===== src/rtl/segbus_pkg.sv =====
// Package: shared constants and frame-position type for the segmented bus bridge.
// Assumes byte-granular data paths throughout.
package segbus_pkg;
    localparam int unsigned BYTE_W = 8;

    typedef enum logic {
        FRM_AT_START = 1'b0,
        FRM_INSIDE   = 1'b1
    } frame_pos_e;
endpackage


===== src/rtl/segbus_frame_tracker.sv =====
// Frame tracker: remembers whether the next accepted beat opens a frame.
// Assumes beat_fire is the stream handshake (valid and ready).
module segbus_frame_tracker
    import segbus_pkg::*;
(
    input  logic clk,
    input  logic rst_n,
    input  logic beat_fire,
    input  logic beat_last,
    output logic at_start
);
    frame_pos_e pos_q;

    // Advance the frame position only on an accepted beat.
    always_ff @(posedge clk) begin
        if (!rst_n) begin
            pos_q <= FRM_AT_START;
        end else if (beat_fire) begin
            pos_q <= beat_last ? FRM_AT_START : FRM_INSIDE;
        end
    end

    // Expose the position as a simple flag.
    always_comb at_start = (pos_q == FRM_AT_START);

    // the first cycle out of reset is always at a frame start.
    a_r8_start_after_reset: assert property (@(posedge clk) disable iff (!rst_n)
        !$past(rst_n) |-> at_start);
    // with no accepted beat, the position holds.
    a_r6_pos_holds: assert property (@(posedge clk) disable iff (!rst_n)
        !beat_fire |=> $stable(at_start));
endmodule


===== src/rtl/segbus_keep_check.sv =====
// Byte-enable checker: flags keep patterns the segmented bus cannot express.
// Assumes a legal keep is a nonzero low-aligned run of ones, full on non-last beats.
module segbus_keep_check #(
    parameter int unsigned BYTES = 64
) (
    input  logic [BYTES-1:0] keep,
    input  logic             valid,
    input  logic             last,
    output logic             bad
);
    logic [BYTES-1:0] keep_inc;
    logic             run_ok;
    logic             full;

    // Decide whether keep is a contiguous run starting at bit 0 and whether the beat is full.
    always_comb begin
        keep_inc = keep + BYTES'(1);
        run_ok   = (keep != '0) && ((keep & keep_inc) == '0);
        full     = &keep;
        bad      = valid && (!run_ok || (!last && !full));
    end
endmodule


===== src/rtl/segbus_lane.sv =====
// Segment lane: reverses byte order for one segment and derives its flags.
// Assumes higher_any reports whether any later segment holds a valid byte.
module segbus_lane
    import segbus_pkg::*;
#(
    parameter int unsigned SEG_BYTES = 16,
    localparam int unsigned SEG_W    = SEG_BYTES * BYTE_W,
    localparam int unsigned CNT_W    = $clog2(SEG_BYTES + 1),
    localparam int unsigned MTY_W    = $clog2(SEG_BYTES)
) (
    input  logic [SEG_W-1:0]     data_le,
    input  logic [SEG_BYTES-1:0] keep,
    input  logic                 valid,
    input  logic                 last,
    input  logic                 higher_any,
    output logic [SEG_W-1:0]     data_be,
    output logic                 ena,
    output logic                 eop,
    output logic [MTY_W-1:0]     mty
);
    logic [CNT_W-1:0] nvalid;

    // Byte j of the segment goes to the j-th byte from the top.
    always_comb begin
        for (int j = 0; j < SEG_BYTES; j++) begin
            data_be[SEG_W-1-j*BYTE_W -: BYTE_W] = data_le[j*BYTE_W +: BYTE_W];
        end
    end

    // Count the set keep bits of this segment.
    always_comb begin
        nvalid = '0;
        for (int j = 0; j < SEG_BYTES; j++) begin
            nvalid = nvalid + CNT_W'(keep[j]);
        end
    end

    // Enable, end marker and empty count for this segment.
    always_comb begin
        ena = valid && (keep != '0);
        eop = ena && last && !higher_any;
        mty = eop ? MTY_W'(CNT_W'(SEG_BYTES) - nvalid) : '0;
    end
endmodule


===== src/rtl/segbus_bridge.sv =====
// Top: AXI4-Stream word to four-segment packet bus bridge.
// Assumes one frame per cycle at most; new frames always start in segment 0.
// Backpressure is a straight wire; the datapath has no registers.
module segbus_bridge
    import segbus_pkg::*;
#(
    parameter int unsigned DATA_W = 512,
    parameter int unsigned SEG_W  = 128,
    localparam int unsigned BYTES     = DATA_W / BYTE_W,
    localparam int unsigned NSEG      = DATA_W / SEG_W,
    localparam int unsigned SEG_BYTES = SEG_W / BYTE_W,
    localparam int unsigned MTY_W     = $clog2(SEG_BYTES)
) (
    input  logic                    clk,
    input  logic                    rst_n,
    input  logic [DATA_W-1:0]       s_tdata,
    input  logic [BYTES-1:0]        s_tkeep,
    input  logic                    s_tvalid,
    input  logic                    s_tlast,
    output logic                    s_tready,
    output logic [DATA_W-1:0]       seg_data,
    output logic [NSEG-1:0]         seg_ena,
    output logic [NSEG-1:0]         seg_sop,
    output logic [NSEG-1:0]         seg_eop,
    output logic [NSEG-1:0]         seg_err,
    output logic [NSEG*MTY_W-1:0]   seg_mty,
    input  logic                    seg_rdy,
    output logic                    keep_err
);
    logic at_start;
    logic beat_fire;

    // Handshake: ready is the downstream ready, unchanged.
    always_comb begin
        s_tready  = seg_rdy;
        beat_fire = s_tvalid && seg_rdy;
    end

    segbus_frame_tracker u_track (
        .clk       (clk),
        .rst_n     (rst_n),
        .beat_fire (beat_fire),
        .beat_last (s_tlast),
        .at_start  (at_start)
    );

    segbus_keep_check #(.BYTES(BYTES)) u_keep (
        .keep  (s_tkeep),
        .valid (s_tvalid),
        .last  (s_tlast),
        .bad   (keep_err)
    );

    genvar gi;
    generate
        for (gi = 0; gi < NSEG; gi++) begin : g_lane
            logic higher_any;
            if (gi == NSEG - 1) begin : g_top
                assign higher_any = 1'b0;
            end else begin : g_mid
                assign higher_any = |s_tkeep[BYTES-1:(gi+1)*SEG_BYTES];
            end

            segbus_lane #(.SEG_BYTES(SEG_BYTES)) u_lane (
                .data_le    (s_tdata[gi*SEG_W +: SEG_W]),
                .keep       (s_tkeep[gi*SEG_BYTES +: SEG_BYTES]),
                .valid      (s_tvalid),
                .last       (s_tlast),
                .higher_any (higher_any),
                .data_be    (seg_data[gi*SEG_W +: SEG_W]),
                .ena        (seg_ena[gi]),
                .eop        (seg_eop[gi]),
                .mty        (seg_mty[gi*MTY_W +: MTY_W])
            );

            // Start only in segment 0; error rides on enabled segments.
            if (gi == 0) begin : g_sop0
                assign seg_sop[gi] = seg_ena[gi] && at_start;
            end else begin : g_sopn
                assign seg_sop[gi] = 1'b0;
            end
            assign seg_err[gi] = seg_ena[gi] && keep_err;
        end
    endgenerate

    // one end marker at most, only on a valid last beat.
    a_r4_eop_onehot: assert property (@(posedge clk) disable iff (!rst_n)
        $onehot0(seg_eop));
    a_r4_eop_needs_last: assert property (@(posedge clk) disable iff (!rst_n)
        (seg_eop != '0) |-> (s_tvalid && s_tlast));
    // on a well-formed beat enabled segments form a prefix.
    a_r2_ena_prefix: assert property (@(posedge clk) disable iff (!rst_n)
        (s_tvalid && !keep_err) |-> (((seg_ena + 1'b1) & seg_ena) == '0));
    // no start after an accepted non-last beat.
    a_r3_no_restart_midframe: assert property (@(posedge clk) disable iff (!rst_n)
        (beat_fire && !s_tlast) |=> !seg_sop[0]);
    // the beat after an accepted last beat starts a frame.
    a_r3_start_after_last: assert property (@(posedge clk) disable iff (!rst_n)
        (beat_fire && s_tlast) |=> (seg_ena[0] -> seg_sop[0]));
    // a stalled start beat keeps its start marker.
    a_r6_sop_held_in_stall: assert property (@(posedge clk) disable iff (!rst_n)
        (seg_sop[0] && !seg_rdy) |=> (seg_ena[0] -> seg_sop[0]));
    // an idle bus raises no flags.
    a_r9_idle_quiet: assert property (@(posedge clk) disable iff (!rst_n)
        !s_tvalid |-> (seg_ena == '0 && seg_eop == '0 && seg_err == '0 && !keep_err));
endmodule


===== config.mk =====
export PLATFORM = sky130hd
export DESIGN_NAME = segbus_bridge
export DESIGN_NICKNAME = d
export VERILOG_FILES = /design/src/rtl/segbus_pkg.sv /design/src/rtl/segbus_frame_tracker.sv /design/src/rtl/segbus_keep_check.sv /design/src/rtl/segbus_lane.sv /design/src/rtl/segbus_bridge.sv
export SDC_FILE = /design/constraint.sdc
export NUM_CORES = 1
export LEC_CHECK = 0
export BUFFER_PORTS_ARGS = -buffer_cell sky130_fd_sc_hd__buf_4
export CORE_AREA = 8 8 434 436
export CTS_CLUSTER_DIAMETER = 80
export DETAILED_ROUTE_END_ITERATION = 8
export DIE_AREA = 0 0 442 444
export PLACE_DENSITY_LB_ADDON = 0.25
export SYNTH_ARGS = -nofsm -noshare
export SYNTH_HDL_FRONTEND = slang
export SYNTH_SLANG_ARGS = --single-unit

===== constraint.sdc =====
create_clock -name clk -period 5.2 [get_ports clk]
set_clock_uncertainty 0.1 [all_clocks]
set_input_delay 1.04 -clock clk [delete_from_list [all_inputs] [get_ports clk]]
set_output_delay 1.04 -clock clk [all_outputs]
set_load 0.03 [all_outputs]

# [Word level (Yosys, flattened, before mapping)]
# Cells that the tools add are included.
[op_classes] mux=5 bitwise_logic=2 addsub=65 n_reduce_logical=37
[op_table] operator="$add A4 B1 Y4" n=56
[op_table] operator="$add A64 B1 Y64 const B" n=1
[op_table] operator="$and A64 B64 Y64" n=1
[op_table] operator="$logic_not A64 Y1" n=1
[op_table] operator="$reduce_and A64 Y1" n=1
[op_table] operator="$reduce_bool A16 Y1" n=4
[op_table] operator="$reduce_bool A64 Y1" n=1
[op_table] operator="$reduce_or A48 Y1" n=1
[op_table] operator="$reduce_or A32 Y1" n=1
[op_table] operator="$logic_and A1 B1 Y1" n=20
[op_table] operator="$mux W4" n=4
[op_table] operator="$reduce_or A16 Y1" n=1
[op_table] operator="$sub A1 B4 Y4 const A" n=4
[op_table] operator="$add A1 B1 Y2" n=4
[op_table] operator="$logic_not A1 Y1" n=6
[op_table] operator="$logic_or A1 B1 Y1" n=1
[op_table] operator="$mux W1" n=1
[op_table] operator="$not A1 Y1" n=1
[totals] register_bits=1 in_bits=581 out_inout_bits=546 word_cells=110

# [Logic depth before layout (Yosys ltp)]
# Gate-level depths: netlist of the first run.
[depth] word_depth=17 depth_mapped=18

# [By module]
# A second synthesis of the first run with hierarchy kept.
[unflattened] cells_unflattened=973 area_unflattened_um2=7434.6
[by_module_without_submodules] mod="segbus_lane (g_lane[1].u_lane ...)" instances=2 area_each_um2=1527.7 cells_each=192
[by_module_without_submodules] mod="segbus_lane (g_lane[0].u_lane)" instances=1 area_each_um2=1549.0 cells_each=194
[by_module_without_submodules] mod="segbus_lane (g_lane[3].u_lane)" instances=1 area_each_um2=1521.5 cells_each=192
[by_module_without_submodules] mod="segbus_keep_check" instances=1 area_each_um2=1087.3 cells_each=171
[by_module_without_submodules] mod="segbus_bridge" instances=1 area_each_um2=183.9 cells_each=28
[by_module_without_submodules] mod="segbus_frame_tracker" instances=1 area_each_um2=37.5 cells_each=4

# [Worst setup path before layout of the first run]
# Ideal clock, no wire load.
[synth_path] path_type="input to output" start="in s_tkeep[20]" end="out seg_mty[7]" n_path_buf=0 slack_ns=-1.103 arrival_time_ns=5.163 cell_stages=13 path_cell_list="inv_1 -> fa_1 -> ha_1 -> fa_1 -> inv_1 -> fa_1 -> fa_1 -> fa_1 -> inv_1 -> ha_1 -> xnor2_1 -> xnor2_1 -> nor4_1"
[synth_via] elab_chain_len=14
[synth_rtl] element="start, declared" line_no="segbus_bridge.sv:17" text="input logic [BYTES-1:0] s_tkeep,"
[synth_rtl] element="$add A4 B1 Y4 (12 in series)" line_no="segbus_lane.sv:34" text="nvalid = nvalid + CNT_W'(keep[j]);"
[synth_rtl] element="$sub A1 B4 Y4" line_no="segbus_lane.sv:42" text="mty = eop ? MTY_W'(CNT_W'(SEG_BYTES) - nvalid) : '0;"
[synth_rtl] element="$mux W4 (*)" line_no="segbus_lane.sv:42"
[synth_rtl] element="end, declared" line_no="segbus_bridge.sv:26" text="output logic [NSEG*MTY_W-1:0] seg_mty,"
# Mark *: on every way between the ends. The rest lies on a longest branch, timed or not.

# [Final worst setup path of the first run]
[layout_path] start="in s_tkeep[6]" end="out seg_mty[3]"
[layout_via] elab_chain_len=12
[layout_rtl] element="$add A4 B1 Y4 (10 in series)" line_no="segbus_lane.sv:34"
[layout_rtl] element="$sub A1 B4 Y4" line_no="segbus_lane.sv:42"
[layout_rtl] element="$mux W4 (*)" line_no="segbus_lane.sv:42"
# Marked as above.

==> results of run 1 <==
-- layer usage --
layer  GRT usage (%)  part of all wire (%)  vias up
met5            1.73                  0.57        -
met4            2.39                   4.1       10
met3            9.72                    27      158
met2            12.3                    46      772
met1            4.89                    22     2387
li1                -                     -     2266
-- timing repair --
action,CTS,global route
resized for setup,99,50
pin swaps,21,21
setup endpoints to repair,17,17
setup buffers,7,6
endpoints found under the hold margin,0,0
-- through the flow --
stage,setup slack (ns),hold slack (ns),area (µm²),utilization [%]
final,-0.626,0.502,9920,5.46
after global routing,-0.752,0.570,9920,5.46
after CTS,-0.788,0.551,9670,5.32
after detailed placement,-0.943,0.552,9200,5.06
after global placement,-0.977,0.563,9200,5.06
after floorplan,-0.353,0.382,8080,-
-- cell families after synthesis --
kind of cell	Yosys count	synth area share, %
other cells	1	0.0475
flops	1	0.253
compound gates	59	5.15
fa+ha+maj	125	23.2
xor+xnor	12	1.33
buf+inv	669	56.8
simple gates	166	13.2
-- worst register-to-register path: stages (launching register included) --
cell	delay, ns
dfxtp_1	0.43
a21oi_1	0.07
a311oi_1	0.18
-- cells in the mapped netlist, drive strengths merged (3+ instances only) --
cell,count,area share [%]
buf,525,50
inv,143,6.8
ha,89,14
fa,36,9.1
nand2,32,1.5
nand3,29,1.9
nand4,27,2.5
nor4,20,2.5
o21ai,17,1.1
and2,15,1.2
nor2,11,0.52
o31ai,9,0.86
a31oi,8,0.63
nor3,7,0.44
a21oi,6,0.38
xnor2,6,0.67
xor2,6,0.67
nor4b,5,0.55
and4,4,0.46
nor4bb,4,0.51
and3,3,0.24
o41ai,3,0.43
-- worst min-delay path by stage --
stage	startpoint	endpoint	slack, ns	cells after the start
finish	u_track.pos_q	u_track.pos_q	0.50	2
global route	u_track.pos_q	u_track.pos_q	0.57	2
CTS	u_track.pos_q	u_track.pos_q	0.55	2
detailed placement	u_track.pos_q	u_track.pos_q	0.55	2
global placement	u_track.pos_q	u_track.pos_q	0.56	2
floorplan	u_track.pos_q	u_track.pos_q	0.38	2
-- final cells by class --
cell class                 count  area (µm²)  share of cell area, %
antenna                        2        5.00                 0.0504
inverter                     143         562                   5.66
multi-input combinational    365        3990                   40.2
sequential                     1        20.0                  0.202
tap                         2385        2980                   30.1
timing repair buffer         271        2360                   23.8
==> reports/summary.log, run 1 <==
[yosys] number of enable-type register cells in the synthesized netlist 0
[sta] final sum of negative setup slack -3.19 ns
[detailed_routing] Pre-Repair DR Iteration Count 4
[worst_setup_path] critical path's largest stage delay 0.52 ns
[layout] number of flip-flops under the largest register name 1
[global_route] wire length of the first global-routing pass 93.2 mm
[floorplan] height of the chip 444 µm
[worst_setup_path] Crit Path Category input pin to output port
[worst_setup_path] required time at the endpoint of the critical path 4.06 ns
[worst_setup_path] Crit path depth 16
[floorplan] Placeable Area 182000 µm²
[layout] fraction of final layout cells with drive strength greater than 1 50.9%
[sta] minimum clock period 5.83 ns
[detailed_routing] Wirelength per Cell 25.0 µm
[detailed_routing] routed vias 5593
[detailed_routing] post-route ant nets 0
[floorplan] initial cell density of the core 4.35%
[flow_run] number of max-cap violations 0
[yosys] Async SR Flop Fraction 0%
[sta] final clock period utilization by the worst path 112%
[sta] timing-limited maximum frequency 172 MHz
[sta] worst-margin pin slew 0.688 ns
[yosys] Main synth FF type dfxtp_1
[sta] relative max-transition margin 54.0%
[cts] number of hold-repair buffers added at the cts stage 0
[layout] Regs by FF count u_track.pos_q x1
[yosys] sequential element share of the synthesized area 0.253%
[yosys] total standard cell area after synthesis 7900 µm²
[worst_setup_path] Worst EP arrival 4.69 ns
[global_route] vias in the first global route 6309
[min_path] Worst Hold Class register to register
[global_route] global-route congestion overflow total 0
[sta] unrepaired setup endpoints after global routing true
[layout] Nets 1488
[global_route] all-layer global routing usage 7.53%
[worst_setup_path] biggest fanout along the worst timing path 2
[floorplan] Top Ports 1127
[global_route] antenna violations before repair 2
[cts] clock edge transition at the registers on the reported setup and hold paths 0 ns
[worst_setup_path] critical path's slowest cell fa_1
[detailed_routing] total length of routed wires 79.1 mm
[worst_setup_path] worst setup slack for register-to-register paths 4.32 ns
[sta] count of pins over their slew limit 0
[layout] FILL cells 21400
[worst_setup_path] worst r2r dst u_track.pos_q
[yosys] Syn. warnings 0
[layout] most common library cell in the layout ignoring fill and taps buf_4
[layout] Top reg by flops u_track.pos_q
[worst_setup_path] Worst R2R Path Depth 2
[placement] IO buf count 99
[placement] final estimated routing congestion in global placement 0.714
[worst_setup_path] cells along the critical path buf_12, inv_8, fa_2, ha_4, fa_1, inv_2, fa_2, fa_2, fa_1, inv_2, ha_4, xor2_2, xnor2_2, buf_6, and2_4, buf_6
[worst_setup_path] CP top delay family adder cells
[global_route] maximum number of pins on one net before global-route repair 8
[layout] commonest cells after routing, fill and taps aside buf_4 (223), inv_1 (104), ha_1 (66)
[sta] Final Worst Setup Slack -0.626 ns
[placement] count of placed standard cells including taps 3154
[floorplan] Cell Rows 157
[cts] clock latency at the later pin of the worst-skew pair 0 ns
[detailed_routing] per-cell via count in the routed design 1.77
[worst_setup_path] endpoint class of the critical path output port
[worst_setup_path] timing endpoint of the critical path seg_mty[3]
[detailed_routing] DR iter-0 viols 206
[status] violations in the final reports negative setup slack
[sta] Setup Viol. Count Final 9
[worst_setup_path] worst setup path startpoint s_tkeep[6]
[detailed_routing] DRC violation count after routing 0
[layout] number of non-filler instances in the completed layout 3167
[yosys] Syn Inst Count 1033
[layout] Layout Area Growth over Synthesis 25.7%
[floorplan] total die area 196000 µm²
[worst_setup_path] most repeated library cell on the critical path fa_2
[status] status finished with violations
[worst_setup_path] number of buffer and inverter instances along the worst setup path 6
[placement] half-perimeter wire length after detailed placement 74.1 mm
[sta] Fin. Hold Viols 0
[yosys] average cell area after synthesis 7.65 µm²
[floorplan] x dimension of the die 442 µm
[worst_setup_path] kind of start point of the critical path input pin
[worst_setup_path] startpoint of the most critical register-to-register path u_track.pos_q
[yosys] Netlist cell types 54
[yosys] flip-flop and latch count after synthesis 1
==> run 2, diff against run 1 <==
--- a/config.mk
+++ b/config.mk
@@ -6,11 +6,13 @@
 export NUM_CORES = 1
 export LEC_CHECK = 0
 export BUFFER_PORTS_ARGS = -buffer_cell sky130_fd_sc_hd__buf_4
-export CORE_AREA = 8 8 434 436
+export CORE_AREA = 2 2 436 438
 export CTS_CLUSTER_DIAMETER = 80
 export DETAILED_ROUTE_END_ITERATION = 8
-export DIE_AREA = 0 0 442 444
+export DIE_AREA = 0 0 438 440
 export PLACE_DENSITY_LB_ADDON = 0.25
+export SETUP_SLACK_MARGIN = 0.05
 export SYNTH_ARGS = -nofsm -noshare
 export SYNTH_HDL_FRONTEND = slang
+export SYNTH_HIERARCHICAL = 1
 export SYNTH_SLANG_ARGS = --single-unit
==> run 2 against run 1 <==
Against the previous run: the run still ends with negative setup slack left; die area down 1.8%; sequential share of layout area about the same; core utilization decreased by 0.75 points; first-iteration DRC count up 49%; largest cell class unchanged.
==> reports/summary.log, run 2 <==
[status] status finished with violations
[status] violations in the final reports negative setup slack
[global_route] vias in the first global route 5535 [-12%]
[yosys] area fraction of the dominant cell type after synthesis 52.1% [+2.3 points]
[yosys] largest family of logic cells by synthesized area buffers and inverters
[sta] count of pins over their slew limit 0 [unchanged]
[yosys] Syn Inst Count 973 [-5.8%]
[detailed_routing] routed vias 5292 [-5.4%]
[worst_setup_path] worst setup path startpoint s_tkeep[41]
[sta] Final Worst Setup Slack -0.666 ns [-0.0399 ns]
[placement] pre-CTS worst setup slack -0.827 ns [+0.116 ns]
[yosys] most frequent cell after synthesis buf_4
[worst_setup_path] kind of start point of the critical path input pin
[yosys] top cells by area, synth buf_4 (52%), fa_1 (11%), ha_1 (8.1%)
[worst_setup_path] Crit Path Category input pin to output port
[sta] Min Hold Slack 0.391 ns [-0.111 ns]
[flow_run] number of max-cap violations 0 [unchanged]
[yosys] post-synthesis cell type with the largest combined area buf_4
[global_route] maximum number of pins on one net before global-route repair 10 [+2]
[detailed_routing] per-cell via count in the routed design 1.67 [-5.5%]
[floorplan] x dimension of the die 438 µm [-0.90%]
[global_route] global-route congestion overflow total 0 [unchanged]
[power] LEAKAGE 2.78 nW
[floorplan] height of the chip 440 µm [-0.90%]
[sta] final clock period utilization by the worst path 113% [+0.77 points]
[layout] FILL cells 22400 [+4.8%]
[yosys] ranking of synthesized cells by instance count buf_4 (516), inv_1 (122), ha_1 (48)
[layout] Final Util 4.71% [-0.75 points]
[yosys] sequential element share of the synthesized area 0.269% [+0.016 points]
[layout] Layout Area Growth over Synthesis 19.4%
[detailed_routing] DRC violation count after routing 0 [unchanged]
[floorplan] total die area 193000 µm² [-1.8%]
[min_path] launch instance of the worst min-delay path u_track/pos_q
[layout] Nets 1328 [-11%]
[cts] number of hold-repair buffers added at the cts stage 0 [unchanged]
[placement] final estimated routing congestion in global placement 0.742 [+3.9%]
[floorplan] Placeable Area 189000 µm² [+3.8%]
[detailed_routing] Pre-Repair DR Iteration Count 4 [unchanged]
[sta] Setup Viol. Count Final 10 [+1]
[detailed_routing] total length of routed wires 82.5 mm [+4.2%]
[floorplan] Top Ports 1127 [unchanged]
[global_route] wire length of the first global-routing pass 93.9 mm [+0.74%]
[yosys] Netlist cell types 54 [unchanged]
[layout] fraction of final layout cells with drive strength greater than 1 48.6% [-2.3 points]
[detailed_routing] Wirelength per Cell 26.0 µm [+4.1%]
[cts] clock edge transition at the registers on the reported setup and hold paths 0 ns [unchanged]
[floorplan] initial cell density of the core 3.94% [-0.40 points]
[sta] Fin. Hold Viols 0 [unchanged]
[worst_setup_path] startpoint of the most critical register-to-register path u_track/pos_q
[yosys] fraction of the mapped netlist area in adder cells 18.8% [-4.4 points]
[yosys] flip-flop and latch count after synthesis 1 [unchanged]
[placement] half-perimeter wire length after detailed placement 76.4 mm [+3.0%]
[sta] unrepaired setup endpoints after global routing true
[yosys] area fraction in compound gates after synthesis 4.66% [-0.49 points]
[power] IR drop worst, VDD 0.106 mV
[detailed_routing] post-route ant nets 0 [unchanged]
[power] Final Total Pwr 1.58 mW
[yosys] Async SR Flop Fraction 0% [unchanged]
[worst_setup_path] required time at the endpoint of the critical path 4.06 ns [about the same]
[global_route] all-layer global routing usage 8.07% [+0.54 points]
[min_path] Worst Hold Class register to register
[layout] most common library cell in the layout ignoring fill and taps buf_4
[sta] timing-limited maximum frequency 170 MHz [-0.68%]
[yosys] number of enable-type register cells in the synthesized netlist 0 [unchanged]
[layout] Top reg by flops u_track/pos_q
[floorplan] Cell Rows 160 [+1.9%]
[layout] number of flip-flops under the largest register name 1 [unchanged]
[yosys] fraction of the mapped netlist area in simple logic gates 16.1% [+2.9 points]
[global_route] antenna violations before repair 10 [+8]
[detailed_routing] DR iter-0 viols 307 [+49%]
[layout] number of non-filler instances in the completed layout 3171 [+0.13%]
[yosys] xor-xnor portion of the synthesized cell area 1.41% [+0.083 points]
[sta] relative max-transition margin 49.1% [-4.9 points]
[worst_setup_path] biggest fanout along the worst timing path 2 [unchanged]
[layout] commonest cells after routing, fill and taps aside buf_4 (162), inv_1 (80), inv_2 (34), ha_1 (34), buf_6 (31)
[power] pwr/cell area 178 nW/µm²
[layout] Regs by FF count u_track/pos_q x1
[yosys] average cell area after synthesis 7.64 µm² [about the same]
[sta] minimum clock period 5.87 ns [+0.0399 ns]
[yosys] multiplexer area fraction after synthesis 0% [unchanged]
[yosys] Main synth FF type dfxtp_1
[worst_setup_path] endpoint class of the critical path output port
[sta] worst-margin pin slew 0.760 ns [+0.0716 ns]
[yosys] total standard cell area after synthesis 7430 µm² [-5.9%]
[placement] IO buf count 99 [unchanged]
[placement] count of placed standard cells including taps 3167 [+0.41%]
[cts] clock latency at the later pin of the worst-skew pair 0 ns [unchanged]
[yosys] Syn. warnings 6 [+6]
[worst_setup_path] Worst EP arrival 4.73 ns [+0.04 ns]
==> run 2: cell types whose count changed after synthesis, moves of 8 or more <==
cell,delta
nand3_1,-14
inv_1,-21
nor2_1,+9
buf_4,-8
o21ai_0,-9
nor3b_1,+9
nor4_1,+12
ha_1,-41
and2_1,-8
==> run 2: layout make-up <==
cell class / count / area [µm²] / area share (%)
Antenna cell: 3 / 7.51 / 0.0846
Sequential cell: 1 / 20.0 / 0.225
Multi-Input combinational cell: 334 / 3530 / 39.8
Inverter: 122 / 493 / 5.55
Tap cell: 2511 / 3140 / 35.4
Timing Repair Buffer: 200 / 1690 / 19.0
==> run 2: power breakdown <==
part	internal [mW]	switching, mW	leakage, nW
clock network	0.0000000825	0	0.0000190
logic	0.781	0.790	2.77
registers	0.00834	0.000248	0.00826
==> run 2: path summary, 6_finish.rpt <==
check / endpoint / slack [ns] / depth (start not counted)
max: seg_mty[11] / -0.67 / 15
min: u_track/pos_q / 0.39 / 1
max reg2reg: u_track/pos_q / 4.48 / 1
min reg2reg: u_track/pos_q / 0.39 / 1
==> run 2: cell families after synthesis <==
family / Yosys count
other: 1
adders and majority gates: 88
AOI/OAI and AO/OA: 46
DFF: 1
and+or+nand+nor: 184
xor gates and xnor gates: 12
buffers and inverters: 641
==> run 2: layer usage <==
layer  routed length (µm)  GRT usage (%)  share of wire [%]
met2                37800           13.0                 46
met1                19200           5.39                 23
met5                  737           3.05               0.89
met3                23100           10.8                 28
met4                 1670           1.37                2.0
==> run 2: metrics by stage <==
step | setup TNS, ns | area (µm²)
floorplan | -1.37 | 7730
global placement | -5.63 | 8490
CTS | -4.27 | 8750
global route | -5.08 | 8870
detailed placement | -5.59 | 8490
finish | -3.82 | 8880
==> run 2: critical path, stage by stage <==
cell and delay, ns:
buf_8 0.10, fa_2 0.43, ha_4 0.28, inv_2 0.03, fa_1 0.49, inv_2 0.05, fa_2 0.33, inv_2 0.06
fa_1 0.42, fa_1 0.49, ha_4 0.19, xnor2_2 0.14, xnor2_2 0.15, nor3_4 0.33, buf_6 0.19
==> run 2: what timing repair did <==
action | 4_1_cts | 5_1_grt
gates resized for setup | 74 | 27
pin swaps | 19 | 11
setup endpoints to repair | 15 | 16
gates cloned | 0 | 0
buffers inserted | 0 | 1
endpoints found under the hold margin | 0 | 0
Note: power is estimated with default switching activity, not from simulation.
==> run 3, diff against run 2 <==
--- a/config.mk
+++ b/config.mk
@@ -10,6 +10,7 @@
 export CTS_CLUSTER_DIAMETER = 80
 export DETAILED_ROUTE_END_ITERATION = 8
 export DIE_AREA = 0 0 438 440
+export MAX_ROUTING_LAYER = met4
 export PLACE_DENSITY_LB_ADDON = 0.25
 export SETUP_SLACK_MARGIN = 0.05
 export SYNTH_ARGS = -nofsm -noshare
==> run 3 against run 2 <==
Against the previous run: the run still ends with negative setup slack left; critical endpoint unchanged; critical path depth is the same; global-route usage increased by 0.25 points; first-iteration DRC count decreased by 5.9%; sequential cell count stayed put; core utilization is essentially flat.
==> reports/summary.log, run 3 (synthesis results as in run 2) <==
[power] IR drop worst, VDD 0.106 mV [unchanged]
[layout] FILL cells 22400 [unchanged]
[sta] minimum clock period 5.86 ns [-0.00430 ns]
[worst_setup_path] Crit path depth 15 [unchanged]
[detailed_routing] DR iter-0 viols 289 [-5.9%]
[layout] number of flip-flops under the largest register name 1 [unchanged]
[worst_setup_path] Worst R2R Path Depth 1 [unchanged]
[placement] IO buf count 99 [unchanged]
[power] net switching power figure 789 µW [-0.16%]
[detailed_routing] routed vias 5292 [unchanged]
[detailed_routing] DRC violation count after routing 0 [unchanged]
[sta] timing-limited maximum frequency 171 MHz [about the same]
[layout] fraction of final layout cells with drive strength greater than 1 48.6% [unchanged]
[min_path] Worst Hold Class register to register
[layout] number of non-filler instances in the completed layout 3169 [-0.063%]
[worst_setup_path] biggest fanout along the worst timing path 2 [unchanged]
[worst_setup_path] required time at the endpoint of the critical path 4.06 ns [about the same]
[global_route] met1 routing resource usage after global routing 5.55% [+0.16 points]
[cts] clock edge transition at the registers on the reported setup and hold paths 0 ns [unchanged]
[global_route] maximum number of pins on one net before global-route repair 10 [unchanged]
[detailed_routing] post-route ant nets 0 [unchanged]
[power] Net Sw Frac 50.0% [about the same]
[worst_setup_path] kind of start point of the critical path input pin
[flow_run] number of max-cap violations 0 [unchanged]
[cts] number of hold-repair buffers added at the cts stage 0 [unchanged]
[placement] count of placed standard cells including taps 3167 [unchanged]
[sta] Setup Viol. Count Final 10 [unchanged]
[layout] Nets 1328 [unchanged]
[worst_setup_path] Crit Path Category input pin to output port
[layout] most common library cell in the layout ignoring fill and taps buf_4
[sta] Final Worst Setup Slack -0.661 ns [+0.00431 ns]
[layout] Top reg by flops u_track/pos_q
[layout] area of the multi-input gates 3530 µm² [unchanged]
[layout] commonest cells after routing, fill and taps aside buf_4 (162), inv_1 (80), inv_2 (34), ha_1 (34), buf_6 (31)
[worst_setup_path] worst setup slack for register-to-register paths 4.49 ns [about the same]
[power] LEAKAGE 2.78 nW [about the same]
[worst_setup_path] critical path's slowest cell fa_1
[status] status finished with violations
[min_path] count of cells along the worst hold path 1 [unchanged]
[sta] final clock period utilization by the worst path 113% [about the same]
[sta] worst-margin pin slew 0.758 ns [-0.00208 ns]
[floorplan] Cell Rows 160 [unchanged]
[global_route] all-layer global routing usage 8.33% [+0.25 points]
[placement] half-perimeter wire length after detailed placement 76.4 mm [unchanged]
[power] clock network fraction of design power 0% [unchanged]
[worst_setup_path] number of buffer and inverter instances along the worst setup path 5 [unchanged]
[detailed_routing] total length of routed wires 82.7 mm [+0.28%]
[sta] unrepaired setup endpoints after global routing true
[floorplan] height of the chip 440 µm [unchanged]
[power] pwr/cell area 178 nW/µm² [-0.12%]
[sta] relative max-transition margin 49.3% [+0.14 points]
[power] Final Total Pwr 1.58 mW [-0.18%]
[layout] Layout Area Growth over Synthesis 19.4% [about the same]
[power] relative contribution of combinational cells to total power 99.5% [about the same]
[global_route] global-route congestion overflow total 0 [unchanged]
[floorplan] total die area 193000 µm² [unchanged]
[detailed_routing] per-cell via count in the routed design 1.67 [about the same]
[detailed_routing] Wirelength per Cell 26.1 µm [+0.35%]
[floorplan] Top Ports 1127 [unchanged]
[global_route] met3 track demand over resource 11.0% [+0.18 points]
[global_route] vias in the first global route 5509 [-0.47%]
[worst_setup_path] critical path's largest stage delay 0.49 ns [about the same]
[sta] Min Hold Slack 0.390 ns [-0.00120 ns]
[layout] FF+latch area 20.0 µm² [unchanged]
[sta] final sum of negative setup slack -3.81 ns [+0.00564 ns]
[floorplan] Placeable Area 189000 µm² [unchanged]
[global_route] busiest grt layer met2
[worst_setup_path] Worst EP arrival 4.72 ns [about the same]
[detailed_routing] Pre-Repair DR Iteration Count 4 [unchanged]
[worst_setup_path] CP top delay family adder cells
[worst_setup_path] endpoint class of the critical path output port
[sta] Fin. Hold Viols 0 [unchanged]
[power] internal power consumption 788 µW [-0.19%]
[placement] final estimated routing congestion in global placement 0.751 [+1.3%]
[worst_setup_path] cells along the critical path buf_8, fa_2, ha_4, inv_2, fa_1, inv_2, fa_2, inv_2, fa_1, fa_1, ha_4, xnor2_2, xnor2_2, nor3_4, buf_6
[power] sequential power share 0.5% [about the same]
[layout] Regs by FF count u_track/pos_q x1
[floorplan] initial cell density of the core 3.94% [unchanged]
[global_route] met2 usage 13.0% [+0.048 points]
[global_route] wire length of the first global-routing pass 94.2 mm [+0.35%]
[sta] count of pins over their slew limit 0 [unchanged]
[cts] clock latency at the later pin of the worst-skew pair 0 ns [unchanged]
[placement] pre-CTS worst setup slack -0.827 ns [unchanged]
[global_route] antenna violations before repair 10 [unchanged]
[floorplan] x dimension of the die 438 µm [unchanged]
[status] violations in the final reports negative setup slack
==> run 3: cell types whose count changed in the layout (fill, tap and decap cells not counted) <==
cell | before | now
diode_2 | 3 | 1
==> run 3: through the flow <==
stage | area, µm² | utilization [%]
finish | 8870 | 4.71
global route | 8870 | 4.71
CTS | 8750 | 4.64
detailed placement | 8490 | 4.50
global placement | 8490 | 4.50
floorplan | 7730 | -
==> run 3: worst paths after layout <==
| kind | startpoint | end |
|---|---|---|
| worst min-delay path | u_track/pos_q | u_track/pos_q |
| worst min register to register | u_track/pos_q | u_track/pos_q |
| worst max register to register | u_track/pos_q | u_track/pos_q |
| worst max-delay path | s_tkeep[41] | seg_mty[11] |
==> run 3: cell type report <==
type	instances	share of cell area, %
Multi-Input combinational cell	334	39.8
Antenna cell	1	0.0282
Sequential cell	1	0.226
Timing Repair Buffer	200	19.0
Inverter	122	5.56
Tap cell	2511	35.4
==> run 3: layer usage <==
layer,vias to the layer above,routed length (µm)
li1,1974,-
met1,2377,19500
met2,781,38000
met3,160,23500
met4,0,1640
met5,-,0
==> run 3: repair_timing <==
item / 4_1_cts / 5_1_grt
gates resized for setup: 74 / 27
setup buffers: 0 / 1
endpoints found under the setup margin: 15 / 16
pin swaps: 19 / 11
==> run 3: power by group through the flow <==
| stage | combinational [mW] | sequential (mW) | clock, mW |
|---|---|---|---|
| 2_1_floorplan | 1.49 | 0.00853 | 0 |
| 6_report | 1.57 | 0.00859 | 0.0000000262 |
| 5_1_grt | 1.76 | 0.00872 | 0.0000000260 |
| 4_1_cts | 1.65 | 0.00862 | 0 |
| 3_5_place_dp | 1.46 | 0.00862 | 0 |
| 3_3_place_gp | 1.48 | 0.00861 | 0 |
